### src/rtl/msched_pkg.sv
package msched_pkg;

  // Interleaving: the box is taken from the low address bits (nbox is a power of two).
  function automatic int unsigned box_index(input int unsigned addr, input int unsigned nbox);
    return addr & (nbox - 1);
  endfunction

  // One-hot column vector for a box number.
  function automatic int unsigned box_column(input int unsigned box);
    return 32'd1 << box;
  endfunction

endpackage

### src/rtl/msched_rowq.sv
module msched_rowq #(
  parameter int ROWS    = 4,
  parameter int NUM_BOX = 4,
  parameter int ADDR_W  = 8,
  parameter int DATA_W  = 8,
  parameter int REG_W   = 3,
  parameter int IDX_W   = 2
) (
  input  logic                             clk,
  input  logic                             rst_n,
  input  logic                             push,
  input  logic                             push_store,
  input  logic [NUM_BOX-1:0]               push_s,
  input  logic [NUM_BOX-1:0]               push_d,
  input  logic [ADDR_W-1:0]                push_addr,
  input  logic [REG_W-1:0]                 push_rid,
  input  logic [DATA_W-1:0]                push_data,
  input  logic                             pop,
  input  logic [IDX_W-1:0]                 pop_idx,
  output logic [ROWS-1:0]                  row_vld,
  output logic [ROWS-1:0][NUM_BOX-1:0]     row_s,
  output logic [ROWS-1:0][NUM_BOX-1:0]     row_d,
  output logic [ROWS-1:0]                  row_store,
  output logic [ROWS-1:0][ADDR_W-1:0]      row_addr,
  output logic [ROWS-1:0][REG_W-1:0]       row_rid,
  output logic [ROWS-1:0][DATA_W-1:0]      row_data,
  output logic                             q_full
);
  localparam int CNT_W = $clog2(ROWS + 1);

  logic [CNT_W-1:0] occ;
  logic [CNT_W-1:0] fill_pos;

  logic [ROWS-1:0]              vld_n;
  logic [ROWS-1:0][NUM_BOX-1:0] s_n, d_n;
  logic [ROWS-1:0]              st_n;
  logic [ROWS-1:0][ADDR_W-1:0]  addr_n;
  logic [ROWS-1:0][REG_W-1:0]   rid_n;
  logic [ROWS-1:0][DATA_W-1:0]  data_n;

  assign occ      = CNT_W'($countones(row_vld));
  assign q_full   = (occ == CNT_W'(ROWS));
  assign fill_pos = occ - (pop ? CNT_W'(1) : CNT_W'(0));

  // Remove the dispatched row, close the gap, then append at the first free row.
  always_comb begin
    vld_n  = row_vld;
    s_n    = row_s;
    d_n    = row_d;
    st_n   = row_store;
    addr_n = row_addr;
    rid_n  = row_rid;
    data_n = row_data;
    for (int r = 0; r < ROWS; r++) begin
      if (pop && r >= int'(pop_idx)) begin
        if (r == ROWS - 1) begin
          vld_n[r] = 1'b0;
          s_n[r]   = '0;
          d_n[r]   = '0;
        end else begin
          vld_n[r]  = row_vld[r+1];
          s_n[r]    = row_s[r+1];
          d_n[r]    = row_d[r+1];
          st_n[r]   = row_store[r+1];
          addr_n[r] = row_addr[r+1];
          rid_n[r]  = row_rid[r+1];
          data_n[r] = row_data[r+1];
        end
      end
    end
    for (int r = 0; r < ROWS; r++) begin
      if (push && CNT_W'(r) == fill_pos) begin
        vld_n[r]  = 1'b1;
        s_n[r]    = push_s;
        d_n[r]    = push_d;
        st_n[r]   = push_store;
        addr_n[r] = push_addr;
        rid_n[r]  = push_rid;
        data_n[r] = push_data;
      end
    end
  end

  always_ff @(posedge clk or negedge rst_n) begin
    if (!rst_n) begin
      row_vld <= '0;
      row_s   <= '0;
      row_d   <= '0;
    end else begin
      row_vld <= vld_n;
      row_s   <= s_n;
      row_d   <= d_n;
    end
  end

  always_ff @(posedge clk) begin
    row_store <= st_n;
    row_addr  <= addr_n;
    row_rid   <= rid_n;
    row_data  <= data_n;
  end

  // occupied rows stay packed at the top.
  assert_rows_packed_R2: assert property (@(posedge clk) disable iff (!rst_n)
    ((row_vld & ROWS'(row_vld + 1'b1)) == '0));

  // a full queue with nothing leaving takes nothing in.
  assert_refuse_when_full_R3: assert property (@(posedge clk) disable iff (!rst_n)
    (q_full && !pop) |=> $stable(row_vld));

endmodule

### src/rtl/msched_hazard.sv
module msched_hazard #(
  parameter int ROWS    = 4,
  parameter int NUM_BOX = 4,
  parameter int IDX_W   = 2
) (
  input  logic                         clk,
  input  logic                         rst_n,
  input  logic [ROWS-1:0]              row_vld,
  input  logic [ROWS-1:0][NUM_BOX-1:0] row_s,
  input  logic [ROWS-1:0][NUM_BOX-1:0] row_d,
  input  logic [NUM_BOX-1:0]           busy,
  output logic [ROWS-1:0]              elig,
  output logic                         pick_vld,
  output logic [IDX_W-1:0]             pick_idx
);
  logic [NUM_BOX-1:0] older_s, older_d;

  // Eligibility: idle box, a load has no older store on its box,
  // a store has no older access of any kind on its box.
  always_comb begin
    older_s = '0;
    older_d = '0;
    for (int i = 0; i < ROWS; i++) begin
      elig[i] = row_vld[i]
             && (((row_s[i] | row_d[i]) & busy) == '0)
             && ((row_s[i] & older_d) == '0)
             && ((row_d[i] & (older_s | older_d)) == '0);
      if (row_vld[i]) begin
        older_s = older_s | row_s[i];
        older_d = older_d | row_d[i];
      end
    end
    pick_vld = 1'b0;
    pick_idx = '0;
    for (int i = ROWS - 1; i >= 0; i--) begin
      if (elig[i]) begin
        pick_vld = 1'b1;
        pick_idx = IDX_W'(i);
      end
    end
  end

  function automatic logic older_on_box(input logic [IDX_W-1:0] idx);
    logic hit;
    hit = 1'b0;
    for (int j = 0; j < ROWS; j++) begin
      if (j < int'(idx) && row_vld[j] &&
          (((row_s[j] | row_d[j]) & (row_s[idx] | row_d[idx])) != '0))
        hit = 1'b1;
    end
    return hit;
  endfunction

  // the chosen row never has an older row waiting on the same box.
  assert_same_box_order_R7: assert property (@(posedge clk) disable iff (!rst_n)
    pick_vld |-> !older_on_box(pick_idx));

endmodule

### src/rtl/msched_busy.sv
module msched_busy #(
  parameter int NUM_BOX = 4,
  parameter int REG_W   = 3,
  parameter int BOX_W   = 2
) (
  input  logic                     clk,
  input  logic                     rst_n,
  input  logic                     claim_vld,
  input  logic [BOX_W-1:0]         claim_box,
  input  logic                     claim_store,
  input  logic [REG_W-1:0]         claim_rid,
  input  logic [NUM_BOX-1:0]       box_done,
  output logic [NUM_BOX-1:0]       busy,
  output logic [NUM_BOX-1:0]       ld_done,
  output logic [NUM_BOX*REG_W-1:0] ld_done_reg
);
  logic [NUM_BOX-1:0]            box_claim;
  logic [NUM_BOX-1:0]            box_release;
  logic [NUM_BOX-1:0]            ld_pend;
  logic [NUM_BOX-1:0][REG_W-1:0] ld_rid;
  logic [NUM_BOX-1:0][REG_W-1:0] ld_done_rid;

  assign box_claim   = claim_vld ? NUM_BOX'(msched_pkg::box_column(32'(claim_box))) : '0;
  assign box_release = box_done & busy;
  assign ld_done_reg = ld_done_rid;

  for (genvar b = 0; b < NUM_BOX; b++) begin : g_box
    always_ff @(posedge clk or negedge rst_n) begin
      if (!rst_n) begin
        busy[b]        <= 1'b0;
        ld_pend[b]     <= 1'b0;
        ld_rid[b]      <= '0;
        ld_done[b]     <= 1'b0;
        ld_done_rid[b] <= '0;
      end else begin
        ld_done[b] <= box_release[b] & ld_pend[b];
        if (box_release[b]) begin
          busy[b]        <= 1'b0;
          ld_done_rid[b] <= ld_rid[b];
        end
        if (box_claim[b]) begin
          busy[b]    <= 1'b1;
          ld_pend[b] <= !claim_store;
          ld_rid[b]  <= claim_rid;
        end
      end
    end

    // a register-done pulse only follows the freeing of that box.
    assert_ld_done_after_free_R9: assert property (@(posedge clk) disable iff (!rst_n)
      ld_done[b] |-> $fell(busy[b]));

    // a box is never claimed while still busy.
    assert_no_double_claim_R5: assert property (@(posedge clk) disable iff (!rst_n)
      box_claim[b] |-> !busy[b]);
  end

endmodule

### src/rtl/membox_sched.sv
module membox_sched #(
  parameter int NUM_BOX = 4,
  parameter int ROWS    = 4,
  parameter int ADDR_W  = 8,
  parameter int DATA_W  = 8,
  parameter int REG_W   = 3,
  localparam int BOX_W  = $clog2(NUM_BOX),
  localparam int IDX_W  = $clog2(ROWS)
) (
  input  logic                     clk,
  input  logic                     rst_n,
  input  logic                     req_valid,
  input  logic                     req_store,
  input  logic [ADDR_W-1:0]        req_addr,
  input  logic [REG_W-1:0]         req_reg,
  input  logic [DATA_W-1:0]        req_data,
  output logic                     req_full,
  output logic                     disp_valid,
  output logic                     disp_store,
  output logic [BOX_W-1:0]         disp_box,
  output logic [ADDR_W-1:0]        disp_addr,
  output logic [REG_W-1:0]         disp_reg,
  output logic [DATA_W-1:0]        disp_data,
  input  logic [NUM_BOX-1:0]       box_done,
  output logic [NUM_BOX-1:0]       box_busy,
  output logic [NUM_BOX-1:0]       ld_done,
  output logic [NUM_BOX*REG_W-1:0] ld_done_reg
);
  logic                         accept;
  logic [BOX_W-1:0]             new_box;
  logic [NUM_BOX-1:0]           new_col;
  logic [ROWS-1:0]              row_vld;
  logic [ROWS-1:0][NUM_BOX-1:0] row_s, row_d;
  logic [ROWS-1:0]              row_store;
  logic [ROWS-1:0][ADDR_W-1:0]  row_addr;
  logic [ROWS-1:0][REG_W-1:0]   row_rid;
  logic [ROWS-1:0][DATA_W-1:0]  row_data;
  logic [ROWS-1:0]              elig;
  logic                         pick_vld;
  logic [IDX_W-1:0]             pick_idx;

  assign accept  = req_valid && !req_full;
  assign new_box = BOX_W'(msched_pkg::box_index(32'(req_addr), NUM_BOX));
  assign new_col = NUM_BOX'(msched_pkg::box_column(32'(new_box)));

  msched_rowq #(
    .ROWS(ROWS), .NUM_BOX(NUM_BOX), .ADDR_W(ADDR_W),
    .DATA_W(DATA_W), .REG_W(REG_W), .IDX_W(IDX_W)
  ) rowq_i (
    .clk(clk), .rst_n(rst_n),
    .push(accept), .push_store(req_store),
    .push_s(req_store ? '0 : new_col),
    .push_d(req_store ? new_col : '0),
    .push_addr(req_addr), .push_rid(req_reg), .push_data(req_data),
    .pop(pick_vld), .pop_idx(pick_idx),
    .row_vld(row_vld), .row_s(row_s), .row_d(row_d), .row_store(row_store),
    .row_addr(row_addr), .row_rid(row_rid), .row_data(row_data),
    .q_full(req_full)
  );

  msched_hazard #(.ROWS(ROWS), .NUM_BOX(NUM_BOX), .IDX_W(IDX_W)) hazard_i (
    .clk(clk), .rst_n(rst_n),
    .row_vld(row_vld), .row_s(row_s), .row_d(row_d), .busy(box_busy),
    .elig(elig), .pick_vld(pick_vld), .pick_idx(pick_idx)
  );

  assign disp_valid = pick_vld;
  assign disp_store = row_store[pick_idx];
  assign disp_addr  = row_addr[pick_idx];
  assign disp_reg   = row_rid[pick_idx];
  assign disp_data  = row_data[pick_idx];
  assign disp_box   = BOX_W'(msched_pkg::box_index(32'(row_addr[pick_idx]), NUM_BOX));

  msched_busy #(.NUM_BOX(NUM_BOX), .REG_W(REG_W), .BOX_W(BOX_W)) busy_i (
    .clk(clk), .rst_n(rst_n),
    .claim_vld(disp_valid), .claim_box(disp_box),
    .claim_store(disp_store), .claim_rid(disp_reg),
    .box_done(box_done), .busy(box_busy),
    .ld_done(ld_done), .ld_done_reg(ld_done_reg)
  );

  // dispatch goes only to an idle box, and the box is busy afterwards.
  assert_dispatch_idle_box_R5: assert property (@(posedge clk) disable iff (!rst_n)
    disp_valid |-> !box_busy[disp_box]);
  assert_box_marked_busy_R5: assert property (@(posedge clk) disable iff (!rst_n)
    disp_valid |=> box_busy[$past(disp_box)]);

  // a dispatch without an arrival leaves exactly one row fewer.
  assert_one_row_removed_R4: assert property (@(posedge clk) disable iff (!rst_n)
    (disp_valid && !accept) |=> ($countones(row_vld) + 1 == $past($countones(row_vld))));

endmodule

### config.mk
export PLATFORM = sky130hd
export DESIGN_NAME = membox_sched
export DESIGN_NICKNAME = d
export VERILOG_FILES = /design/src/rtl/msched_pkg.sv /design/src/rtl/msched_rowq.sv /design/src/rtl/msched_hazard.sv /design/src/rtl/msched_busy.sv /design/src/rtl/membox_sched.sv
export SDC_FILE = /design/constraint.sdc
export NUM_CORES = 1
export LEC_CHECK = 0
export BUFFER_PORTS_ARGS = -buffer_cell sky130_fd_sc_hd__buf_2
export CAP_MARGIN = 20
export CORE_MARGIN = 10
export CORE_UTILIZATION = 40
export CTS_BUF_LIST = sky130_fd_sc_hd__clkbuf_8
export DETAILED_ROUTE_END_ITERATION = 7
export HOLD_SLACK_MARGIN = 0.05
export PLACE_DENSITY = 0.63
export SLEW_MARGIN = 10
export SYNTH_ARGS = -nofsm -noshare
export SYNTH_HDL_FRONTEND = slang
export SYNTH_SLANG_ARGS = --single-unit
### constraint.sdc
create_clock -name clk -period 4.1 [get_ports clk]
set_input_delay 0.41 -clock clk [delete_from_list [all_inputs] [get_ports clk]]
set_output_delay 0.41 -clock clk [all_outputs]
set_load 0.02 [all_outputs]
==> flow_summary.toml <==
[outcome]
status = "complete, no violations"

[critical_path]
path_max_fanout = 20
start_kind = "register"
r2r_slack_ns = 0.27
required_ns = 4.25
reg2regPathDepth = 13
reg2reg_from = "rowq_i.row_vld[0]$_DFFE_PN0P_"
startpoint = "rowq_i.row_vld[0]$_DFFE_PN0P_"
crit_arrival_ns = 3.98
worstSetupPathType = "register to register"
end_kind = "register"

[placed_design]
gp_congestion = 0.878
io_buffers = 70
dp_hpwl_mm = 13.2

[sta]
worst_slew_pin_slew_ns = 0.794
period_share_pct = 93.4
setup_viol = 0
finalHoldViolCount = 0
finClkSkew_ns = 0.0111
drv_slew = 0
fin_tns_setup_ns = 0
rsz0062_at_grt = "no"
fin_crit_ns = 3.83
slew_headroom_pct = 46.9
timing.fmax_mhz = 261

[drt]
vias = 5003
viasPerCell = 5.53
routedWlPerCell_um = 20.4
route.detailed.drc = 0
drtIter0Drc = 283
wirelength_mm = 18.5
firstDrtPassIters = 5
ant_nets = 0

[synthesis]
synth_edf_count = 80
syn_inst = 582
syn-cell-area_mm2 = 0.00742
synth_ff_type = "edfxtp_1"
synth_top_area_cell = "edfxtp_1"
synthTopCellsByArea = "edfxtp_1 32%, dfrtp_1 24%, mux2_2 12%, mux2i_1 8.8%, o21ai_0 3.2%"
synth_top_area_share_pct = 32.4
avgSynthCellArea_um2 = 12.7
synth_common_cells = "80 x edfxtp_1, 80 x mux2_2, 72 x dfrtp_1, 65 x mux2i_1, 47 x o21ai_0"
synth.distinct_cells = 53
async_reset_ff_share_pct = 47.4
ys_ff_latch = 152
ys_warn_count = 0
seq_area_frac_synth_pct = 56.7
syn-num-nets = 615

[final_layout]
drive_gt1_share_pct = 32.5
top_regs = "rowq_i.row_addr: 32 flops, rowq_i.row_data: 32 flops"
diodes = 0
area_growth_pct = 15.8
layout.nets = 696

[hold_path]
worstHoldStart = "box_done[3]"
hold_class = "primary input to register"
holdPathStages = 2

[global_route]
grt.total_usage_pct = 15.3
grt_pass1_wl_mm = 29.2
antenna_found_initial = 2
grt_max_degree = 38
grt_pass1_vias = 5220
grt_overflow = 0

[clock_network]
cts-root-buf = "clkbuf_8"
clk_latency_ns = 0.45
post_cts_buffers = 0
cts_sinks = 152
clk_pin_slew_worst_paths_ns = 0.08
cts_tree = "built"
numCtsBuffers = 17
clockBufferDepth = 2
htreeDepth = 4

[job]
cap_violations = 0

[floorplanning]
dieHeight_um = 156
initial_core_util_pct = 41.0
fp.dieW_um = 156
rows = 49
coreArea_mm2 = 0.0181
ios = 71
die-area_mm2 = 0.0244
[area by class of cell]
class                   instances  area, um^2
clock buffers                  20         275
clock inverters                12         173
fillers                      1601        9500
inverters                      14        52.6
multi-input cells             386        3060
flip-flops and latches        152        4200
well taps                     229         287
repair buffers                 92         543
[worst max-delay path, cell delays in order, from the launching register on]
cell and delay (ns):
dfrtp_1 0.51, a22oi_1 0.31, nand2_1 0.09, a222oi_1 0.38, nand4_2 0.28, and3_1 0.30, inv_1 0.11, ha_1 0.17
ha_1 0.18, xnor2_1 0.12, nand3b_1 0.13, or3_1 0.48, clkinv_1 0.25, buf_12 0.21
[logic make-up after synthesis]
family | synth area share, %
compound gates | 10.1
fa+ha+maj | 1.11
mux | 22.1
xor+xnor | 0.118
flops | 56.7
buf+inv | 2.43
simple gates | 7.50
[cell usage in the layout, fill, tap and decap left out, types with 2 or more instances in the layout]
cell type and instances:
o221a_2 3, nor2_1 27, a21oi_1 18, nor3b_1 3, clkbuf_8 20, nor3_1 5, and3_1 9, ha_1 5
and2_1 3, a22oi_1 4, o21ai_0 47, mux2_1 8, edfxtp_1 80, buf_12 2, mux2_2 80, o2bb2ai_1 8
nand3_1 11, buf_4 19, inv_1 14, nand4_2 3, a222oi_1 3, nand3b_1 2, a22o_1 3, a21o_1 6
nand2_1 42, dfrtp_1 72, bufinv_16 4, a21boi_0 4, or2_2 2, clkinv_4 2, o211ai_1 2, mux2i_1 65
buf_2 70
[timing repair]
item | in CTS | in global routing
endpoints found under the setup margin | 0 | 3
resized for setup | 0 | 1
endpoints found under the hold margin | 36 | 0
hold buffers | 1 | 0
[path summary, 6_finish.rpt]
path                                                 end
setup / recovery           rowq_i.row_addr[25]$_DFFE_PP_
hold / removal                busy_i.busy[3]$_DFFE_PN0P_
setup reg to reg           rowq_i.row_addr[25]$_DFFE_PP_
hold reg to reg             busy_i.ld_rid[8]$_DFFE_PN0P_
max in group asynchronous   rowq_i.row_d[13]$_DFFE_PN0P_
min in group asynchronous     busy_i.busy[0]$_DFFE_PN0P_
[metrics by stage]
step	worst slack, ns	util (%)	cells	hold WS (ns)	cell area [um^2]
2_1_floorplan	0.00248	-	582	0.114	7440
3_3_place_gp	0.431	44.9	872	0.470	8130
3_5_place_dp	0.313	44.9	872	0.483	8130
4_1_cts	0.274	47.5	905	0.138	8590
5_1_grt	0.0482	47.5	905	0.144	8590
6_report	0.271	47.5	905	0.167	8590
[routing by layer]
layer  GRT usage (%)  part of all wire [%]  up-vias
li1                -                     -     2334
met1            19.7                    45     2481
met2            23.7                    46      160
met3            5.27                   6.9       24
met4            4.85                   1.6        4
met5               0                  0.17        -
Power is not shown: default switching activity piles up to over one toggle a cycle in this logic, so the estimate is an artifact.
